==> src/rtl/i2c_bm_pkg.sv <==
package i2c_bm_pkg;
    localparam int CMD_W  = 11;
    localparam int BYTE_W = 8;
    localparam int FLD_W  = 16;

    localparam int CMD_STA  = 10;
    localparam int CMD_STO  = 9;
    localparam int CMD_AREL = 8;

    localparam logic [1:0] ADDR_CMD  = 2'd0;
    localparam logic [1:0] ADDR_RX   = 2'd1;
    localparam logic [1:0] ADDR_TIME = 2'd2;
    localparam logic [1:0] ADDR_CTL  = 2'd3;

    typedef enum logic [3:0] {
        ST_IDLE, ST_RS_LOW, ST_ST_HIGH, ST_ST_HOLD,
        ST_BIT_LOW, ST_BIT_HIGH, ST_ACK_LOW, ST_ACK_HIGH, ST_ACK_END,
        ST_SP_LOW, ST_SP_HIGH, ST_SP_REL
    } bm_state_t;
endpackage

==> src/rtl/i2c_bm_regs.sv <==
module i2c_bm_regs
    import i2c_bm_pkg::*;
#(
    parameter int DW         = 32,
    parameter int DEF_PERIOD = 250,
    parameter int DEF_HIGH   = 125
) (
    input  logic              clk,
    input  logic              rst_n,
    input  logic              reg_we,
    input  logic [1:0]        reg_addr,
    input  logic [DW-1:0]     reg_wdata,
    input  logic [DW-1:0]     rx_word,
    output logic [DW-1:0]     reg_rdata,
    output logic [FLD_W-1:0]  period,
    output logic [FLD_W-1:0]  high,
    output logic              run,
    output logic              out_en,
    output logic              cmd_wr,
    output logic [CMD_W-1:0]  cmd
);
    localparam logic [DW-1:0] TIME_RST = DW'({16'(DEF_HIGH), 16'(DEF_PERIOD)});

    logic [DW-1:0] time_q;
    logic [1:0]    ctl_q;

    always_ff @(posedge clk or negedge rst_n) begin
        if (!rst_n) begin
            time_q <= TIME_RST;
            ctl_q  <= 2'b00;
        end else if (reg_we) begin
            if (reg_addr == ADDR_TIME) time_q <= reg_wdata;
            if (reg_addr == ADDR_CTL)  ctl_q  <= reg_wdata[1:0];
        end
    end

    assign period = time_q[FLD_W-1:0];
    assign high   = time_q[2*FLD_W-1:FLD_W];
    assign run    = ctl_q[0];
    assign out_en = ctl_q[1];
    assign cmd_wr = reg_we && (reg_addr == ADDR_CMD);
    assign cmd    = reg_wdata[CMD_W-1:0];

    always_comb begin
        unique case (reg_addr)
            ADDR_RX:   reg_rdata = rx_word;
            ADDR_TIME: reg_rdata = time_q;
            ADDR_CTL:  reg_rdata = {{(DW-2){1'b0}}, ctl_q};
            default:   reg_rdata = '0;
        endcase
    end
endmodule

==> src/rtl/i2c_bm_phase.sv <==
module i2c_bm_phase
    import i2c_bm_pkg::*;
(
    input  logic             clk,
    input  logic             rst_n,
    input  logic             adv,
    input  logic             is_low,
    input  logic [FLD_W-1:0] period,
    input  logic [FLD_W-1:0] high,
    output logic             mid,
    output logic             last
);
    logic [FLD_W-1:0] cnt;
    logic [FLD_W-1:0] len;

    assign len  = is_low ? (period - high) : high;
    assign mid  = (cnt == (len >> 1));
    assign last = (cnt == (len - 1'b1));

    always_ff @(posedge clk or negedge rst_n) begin
        if (!rst_n)   cnt <= '0;
        else if (adv) cnt <= '0;
        else          cnt <= cnt + 1'b1;
    end
endmodule

==> src/rtl/i2c_bm_fsm.sv <==
module i2c_bm_fsm
    import i2c_bm_pkg::*;
(
    input  logic              clk,
    input  logic              rst_n,
    input  logic              run,
    input  logic              cmd_wr,
    input  logic [CMD_W-1:0]  cmd,
    input  logic              mid,
    input  logic              last,
    input  logic              sda_in,
    output logic              adv,
    output logic              is_low,
    output logic              scl_low,
    output logic              sda_low,
    output logic              irq,
    output logic              held,
    output logic              lost,
    output logic              idle,
    output logic              rx_nack,
    output logic              rx_lost,
    output logic [BYTE_W-1:0] rx_byte
);
    bm_state_t         state, state_n;
    logic [BYTE_W-1:0] tx_sh, rx_sh;
    logic [2:0]        bitn;
    logic              ack_rel, sda_q, rd_mode, rd_next, go;

    assign go   = cmd_wr && (state == ST_IDLE);
    assign idle = (state == ST_IDLE);
    assign adv  = (state_n != state) || (state == ST_IDLE);

    always_comb begin
        state_n = state;
        unique case (state)
            ST_IDLE:     if (go) state_n = cmd[CMD_STO] ? ST_SP_LOW :
                                           cmd[CMD_STA] ? (held ? ST_RS_LOW : ST_ST_HIGH) :
                                           ST_BIT_LOW;
            ST_RS_LOW:   if (last) state_n = ST_ST_HIGH;
            ST_ST_HIGH:  if (last) state_n = ST_ST_HOLD;
            ST_ST_HOLD:  if (last) state_n = ST_BIT_LOW;
            ST_BIT_LOW:  if (last) state_n = ST_BIT_HIGH;
            ST_BIT_HIGH: if (last) state_n = (bitn == 3'd7) ? ST_ACK_LOW : ST_BIT_LOW;
            ST_ACK_LOW:  if (last) state_n = ST_ACK_HIGH;
            ST_ACK_HIGH: if (last) state_n = ST_ACK_END;
            ST_ACK_END:  if (mid)  state_n = ST_IDLE;
            ST_SP_LOW:   if (last) state_n = ST_SP_HIGH;
            ST_SP_HIGH:  if (last) state_n = ST_SP_REL;
            ST_SP_REL:   if (last) state_n = ST_IDLE;
            default:               state_n = ST_IDLE;
        endcase
    end

    always_ff @(posedge clk or negedge rst_n) begin
        if (!rst_n)    state <= ST_IDLE;
        else if (!run) state <= ST_IDLE;
        else           state <= state_n;
    end

    always_ff @(posedge clk or negedge rst_n) begin
        if (!rst_n) begin
            tx_sh <= '0; rx_sh <= '0; rx_byte <= '0; bitn <= '0;
            ack_rel <= 1'b0; sda_q <= 1'b0; held <= 1'b0; lost <= 1'b0;
            rd_mode <= 1'b0; rd_next <= 1'b0; irq <= 1'b0;
            rx_nack <= 1'b0; rx_lost <= 1'b0;
        end else if (!run) begin
            sda_q <= 1'b0; held <= 1'b0; lost <= 1'b0; irq <= 1'b0;
            rd_mode <= 1'b0; rd_next <= 1'b0;
        end else begin
            unique case (state)
                ST_IDLE: if (go) begin
                    irq <= 1'b0; lost <= 1'b0; bitn <= '0;
                    tx_sh <= cmd[BYTE_W-1:0]; ack_rel <= cmd[CMD_AREL];
                    if (cmd[CMD_STA] && !cmd[CMD_STO]) begin
                        rd_mode <= 1'b0; rd_next <= cmd[0];
                    end
                end
                ST_RS_LOW:  if (mid)  sda_q <= 1'b0;
                ST_ST_HIGH: if (last) sda_q <= 1'b1;
                ST_ST_HOLD: ;
                ST_BIT_LOW: if (mid)  sda_q <= !lost && !rd_mode && !tx_sh[BYTE_W-1];
                ST_BIT_HIGH: begin
                    if (mid) begin
                        rx_sh <= {rx_sh[BYTE_W-2:0], sda_in};
                        if (!rd_mode && tx_sh[BYTE_W-1] && !sda_in && !lost) begin
                            lost  <= 1'b1;
                            sda_q <= 1'b0;
                        end
                    end
                    if (last) begin
                        tx_sh <= tx_sh << 1;
                        bitn  <= bitn + 3'd1;
                    end
                end
                ST_ACK_LOW:  if (mid) sda_q   <= !lost && !ack_rel;
                ST_ACK_HIGH: if (mid) rx_nack <= sda_in;
                ST_ACK_END: if (mid) begin
                    sda_q <= 1'b0; irq <= 1'b1; held <= !lost;
                    rd_mode <= rd_next; rx_byte <= rx_sh; rx_lost <= lost;
                end
                ST_SP_LOW:  if (mid)  sda_q <= 1'b1;
                ST_SP_HIGH: if (last) sda_q <= 1'b0;
                ST_SP_REL: if (last) begin
                    held <= 1'b0; irq <= 1'b1; rd_mode <= 1'b0; rd_next <= 1'b0;
                end
                default: ;
            endcase
        end
    end

    always_comb begin
        is_low  = 1'b0;
        scl_low = 1'b0;
        unique case (state)
            ST_IDLE:                    scl_low = held;
            ST_RS_LOW, ST_SP_LOW:       begin is_low = 1'b1; scl_low = 1'b1; end
            ST_BIT_LOW, ST_ACK_LOW,
            ST_ACK_END:                 begin is_low = 1'b1; scl_low = !lost; end
            default:                    ;
        endcase
        sda_low = sda_q;
    end
endmodule

==> src/rtl/i2c_byte_master.sv <==
module i2c_byte_master
    import i2c_bm_pkg::*;
#(
    parameter int DW         = 32,
    parameter int DEF_PERIOD = 250,
    parameter int DEF_HIGH   = 125
) (
    input  logic          clk,
    input  logic          rst_n,
    input  logic          reg_we,
    input  logic [1:0]    reg_addr,
    input  logic [DW-1:0] reg_wdata,
    output logic [DW-1:0] reg_rdata,
    input  logic          sda_in,
    output logic          scl_oe,
    output logic          sda_oe,
    output logic          irq
);
    localparam int PAD_W = DW - 13;

    logic [FLD_W-1:0]  period, high;
    logic [CMD_W-1:0]  cmd;
    logic [BYTE_W-1:0] rx_byte;
    logic [DW-1:0]     rx_word;
    logic run_w, out_en_w, cmd_wr, mid, last, adv, is_low;
    logic scl_low, sda_low, held, lost_w, idle_w, rx_nack, rx_lost;

    assign rx_word = {{PAD_W{1'b0}}, held, rx_nack, 1'b0, rx_lost, 1'b0, rx_byte};

    i2c_bm_regs #(.DW(DW), .DEF_PERIOD(DEF_PERIOD), .DEF_HIGH(DEF_HIGH)) u_regs (
        .clk(clk), .rst_n(rst_n), .reg_we(reg_we), .reg_addr(reg_addr),
        .reg_wdata(reg_wdata), .rx_word(rx_word), .reg_rdata(reg_rdata),
        .period(period), .high(high), .run(run_w), .out_en(out_en_w),
        .cmd_wr(cmd_wr), .cmd(cmd)
    );

    i2c_bm_phase u_phase (
        .clk(clk), .rst_n(rst_n), .adv(adv), .is_low(is_low),
        .period(period), .high(high), .mid(mid), .last(last)
    );

    i2c_bm_fsm u_fsm (
        .clk(clk), .rst_n(rst_n), .run(run_w), .cmd_wr(cmd_wr), .cmd(cmd),
        .mid(mid), .last(last), .sda_in(sda_in), .adv(adv), .is_low(is_low),
        .scl_low(scl_low), .sda_low(sda_low), .irq(irq), .held(held),
        .lost(lost_w), .idle(idle_w), .rx_nack(rx_nack), .rx_lost(rx_lost),
        .rx_byte(rx_byte)
    );

    assign scl_oe = out_en_w && scl_low;
    assign sda_oe = out_en_w && sda_low;
endmodule

==> config.mk <==
export PLATFORM = sky130hd
export DESIGN_NAME = i2c_byte_master
export DESIGN_NICKNAME = d
export VERILOG_FILES = /design/src/rtl/i2c_bm_pkg.sv /design/src/rtl/i2c_bm_regs.sv /design/src/rtl/i2c_bm_phase.sv /design/src/rtl/i2c_bm_fsm.sv /design/src/rtl/i2c_byte_master.sv
export SDC_FILE = /design/constraint.sdc
export NUM_CORES = 1
export LEC_CHECK = 0
export BUFFER_PORTS_ARGS = -buffer_cell sky130_fd_sc_hd__buf_4
export CELL_PAD_IN_SITES_DETAIL_PLACEMENT = 1
export CELL_PAD_IN_SITES_GLOBAL_PLACEMENT = 1
export CORE_ASPECT_RATIO = 0.8
export CORE_MARGIN = 2
export CORE_UTILIZATION = 44
export CTS_BUF_LIST = sky130_fd_sc_hd__clkbuf_2 sky130_fd_sc_hd__clkbuf_4 sky130_fd_sc_hd__clkbuf_8
export DETAILED_ROUTE_END_ITERATION = 12
export GPL_ROUTABILITY_DRIVEN = 0
export GPL_TIMING_DRIVEN = 0
export PLACE_DENSITY_LB_ADDON = 0.1
export SETUP_SLACK_MARGIN = 0.2
export SYNTH_ARGS = -nofsm -noshare
export SYNTH_HDL_FRONTEND = slang
export SYNTH_HIERARCHICAL = 1
export SYNTH_SLANG_ARGS = --single-unit
export TNS_END_PERCENT = 30
==> constraint.sdc <==
create_clock -name clk -period 5.5 [get_ports clk]
set_input_delay 0.825 -clock clk [delete_from_list [all_inputs] [get_ports clk]]
set_output_delay 0.825 -clock clk [all_outputs]
set_load 0.1 [all_outputs]
==> flow_metrics.env <==
export IMPL_fin_crit_ps=5090
export IMPL_status="complete, no violations"
export IMPL_start_util_pct=45.0
export IMPL_final_util_pct=53.6
export IMPL_coreArea_um2=15100
export IMPL_vias=5777
export IMPL_ant_nets=0
export IMPL_wl_um=20500
export IMPL_hold_violations=0
export IMPL_drt_first_pass_iters=4
export IMPL_ys_seq_area_share_pct=33.5
export IMPL_rsz0062_at_grt="false"
export IMPL_vdd_ir_drop_max_mv=0.188
export IMPL_crit_path_end_kind="flip-flop"
export IMPL_startpoint="u_fsm/state[3]"
export IMPL_fmax_mhz=197
export IMPL_power_leakage_nw=3.57
export IMPL_critPathMaxStageDelay_ps=410
export IMPL_final_cell_mix="buf_4, dfrtp_1, nor2_1, nand2_1, mux2_2"
export IMPL_syn_area_um2=6780
export IMPL_final_max_slew_violation_count=0
export IMPL_overflow=0
export IMPL_required_ps=5760
export IMPL_std_cell_rows=40
export IMPL_async_flop_share_pct=100
export IMPL_max_slew_margin_pct=21.6
export IMPL_areaGrowthSynthToFinish_pct=19.2
export IMPL_power_density_nw_per_um2=318
export IMPL_clk_latency_ps=390
export IMPL_io_pins=73
export IMPL_post_place_ws_ps=-1310
export IMPL_antenna_found_initial=0
export IMPL_n_antenna_cell=0
export IMPL_worstHoldPathType="reg -> reg"
export IMPL_cts_htree_levels=3
export IMPL_drc=0
export IMPL_hp_start="u_fsm/tx_sh[0]"
export IMPL_dp_hpwl_um=15500
export IMPL_initialDrtViolationCount=378
export IMPL_finalCritPeriodShare_pct=92.5
export IMPL_grt_pass1_vias=6022
export IMPL_synth_cell_type_count=104
export IMPL_synth_edf_count=0
export IMPL_cts_root_buf="clkbuf_8"
export IMPL_setup_ws_ps=413
export IMPL_cts_buffers=9
export IMPL_synth_warnings=6
export IMPL_die_area_um2=16400
export IMPL_clk_path_buf_depth=2
export IMPL_ys_seq_elements=90
export IMPL_grt_start_max_net_pins=91
export IMPL_layout_commonest_cell="buf_4"
export IMPL_crit_fanout=10
export IMPL_fp_dieW_um=143
export IMPL_fin_skew_ps=20.0
export IMPL_path_class="reg -> reg"
export IMPL_crit_buf_inv=9
export IMPL_finalNetCount=844
export IMPL_ys_flop_type="dfrtp_1"
export IMPL_wl_per_cell_um=20.5
export IMPL_cp_slowest_cell="dfrtp_1"
export IMPL_tightest_slew_ps=1180
export IMPL_cts_tree="built"
export IMPL_hold_buffers=0
export IMPL_worst_setup_path_start_kind="flip-flop"
export IMPL_path_common_cell="buf_4"
export IMPL_cts_sinks=90
export IMPL_syn_instance_count=675
export IMPL_cpLargestDelayFamily="compound AO/OA/AOI/OAI gates"
export IMPL_grt_pass1_wl_um=32800
export IMPL_setup_viol=0
export IMPL_fp_dieH_um=115
export IMPL_r2r_start="u_fsm/state[3]"
export IMPL_maxCapViolCount=0
export IMPL_place_port_buffers=71
export IMPL_syn_avg_cell_area_um2=10.0
export IMPL_viasPerCell=5.77
export IMPL_finalPower_w=0.00257
export IMPL_drive_above_1_share_pct=32.1
export IMPL_clk_pin_slew_worst_paths_ps=100
export IMPL_track_usage_pct=25.9
export IMPL_arrival_ps=5350
export IMPL_fill_cells=1705
-- repair_timing --
| item | CTS | global route |
|---|---|---|
| pin swaps | 3 | 3 |
| buffers inserted | 4 | 3 |
| cloned | 0 | 1 |
| setup endpoints to repair | 36 | 34 |
| resized for setup | 18 | 22 |
| hold endpoints to repair | 0 | 0 |
-- kinds of logic (layout without fill, tap and decap cells) --
group | count (synthesis) | after routing | synth area share [%]
flip-flops | 90 | 90 | 33.5
other | 1 | 21 | 0.0553
multiplexers | 79 | 79 | 13.3
AND/OR/NAND/NOR | 208 | 208 | 17.9
buffers and inverters | 81 | 177 | 6.89
adder cells (fa/ha/maj) | 20 | 20 | 3.80
AO/OA/AOI/OAI | 153 | 153 | 18.8
XOR/XNOR | 43 | 43 | 5.78
-- per-layer routing --
layer | up-vias | GRT usage, % | wire length [um]
met5 | - | 0 | 0
met1 | 2924 | 37.7 | 10200
met2 | 141 | 38.9 | 9160
met4 | 0 | 8.84 | 411
li1 | 2688 | - | -
met3 | 24 | 4.46 | 773
-- cells in the mapped netlist (all sizes together), types with 7 or more instances --
cell | instances | share of area (%)
dfrtp | 78 | 29
mux2 | 72 | 12
nor2 | 42 | 2.5
buf | 37 | 3.9
nand2 | 37 | 2.0
a22o | 34 | 4.4
xnor2 | 30 | 3.9
inv | 27 | 1.5
a21oi | 21 | 1.8
ha | 19 | 3.5
nand3 | 18 | 1.3
o21ai | 18 | 1.4
clkbuf | 17 | 1.5
nand4 | 15 | 1.5
nand2b | 13 | 1.2
nor3 | 13 | 1.3
dfstp | 12 | 4.7
xor2 | 12 | 1.6
and2 | 11 | 1.1
a21o | 9 | 1.1
and3 | 9 | 0.85
nor3b | 9 | 1.2
or3 | 9 | 0.90
a211oi | 8 | 1.1
mux2i | 7 | 1.0
nor4 | 7 | 0.74
-- final timing paths --
path	endpoint	slack (ps)	depth (start not counted)
max	u_phase/cnt[6]	410	25
min	u_fsm/tx_sh[0]	500	1
max reg2reg	u_phase/cnt[6]	410	25
min reg2reg	u_fsm/tx_sh[0]	500	1
max in group asynchronous	u_regs/time_q[24]	4080	1
min in group asynchronous	u_fsm/bitn[2]	670	1
-- metrics by stage --
stage	hold slack (ps)	cell area [um2]	TNS (ps)	cells
final	501	8080	0	1001
after global routing	524	8080	0	1001
after CTS	510	7970	0	997
after detailed placement	485	7660	-23380	977
after global placement	470	7650	-22110	976
after floorplan	457	6850	0	695
-- power by group --
group	total (W)	internal, W	switching (W)
clock network	0.000498	0.000221	0.000278
registers	0.000844	0.000753	0.0000909
logic	0.00123	0.000471	0.000755
total	0.00257	0.00144	0.00112
-- cell type report --
type	instances	area, um2	area share, %
inverters	27	101	1.25
clock buffers	9	124	1.53
repair buffers	80	601	7.43
well taps	210	263	3.25
multi-input cells	524	4250	52.6
plain buffers	54	388	4.80
clock inverters	7	86.3	1.07
flip-flops and latches	90	2270	28.1
-- flip-flops by register name, summed over array words and instances, names as in the netlist --
name and cells:
u_fsm/sda_low 1, u_regs/time_q 32, u_fsm/rx_nack 1, u_regs/ctl_q 2, u_fsm/held 1, u_phase/cnt 16, u_fsm/bitn 3, u_fsm/rx_sh 8
u_fsm/ack_rel 1, u_fsm/lost 1, u_fsm/tx_sh 8, u_fsm/rx_byte 8, u_fsm/irq 1, u_fsm/rd_next 1, u_fsm/rd_mode 1, u_fsm/rx_lost 1
u_fsm/state 4
No activity file was read; power rests on OpenSTA's default activity.
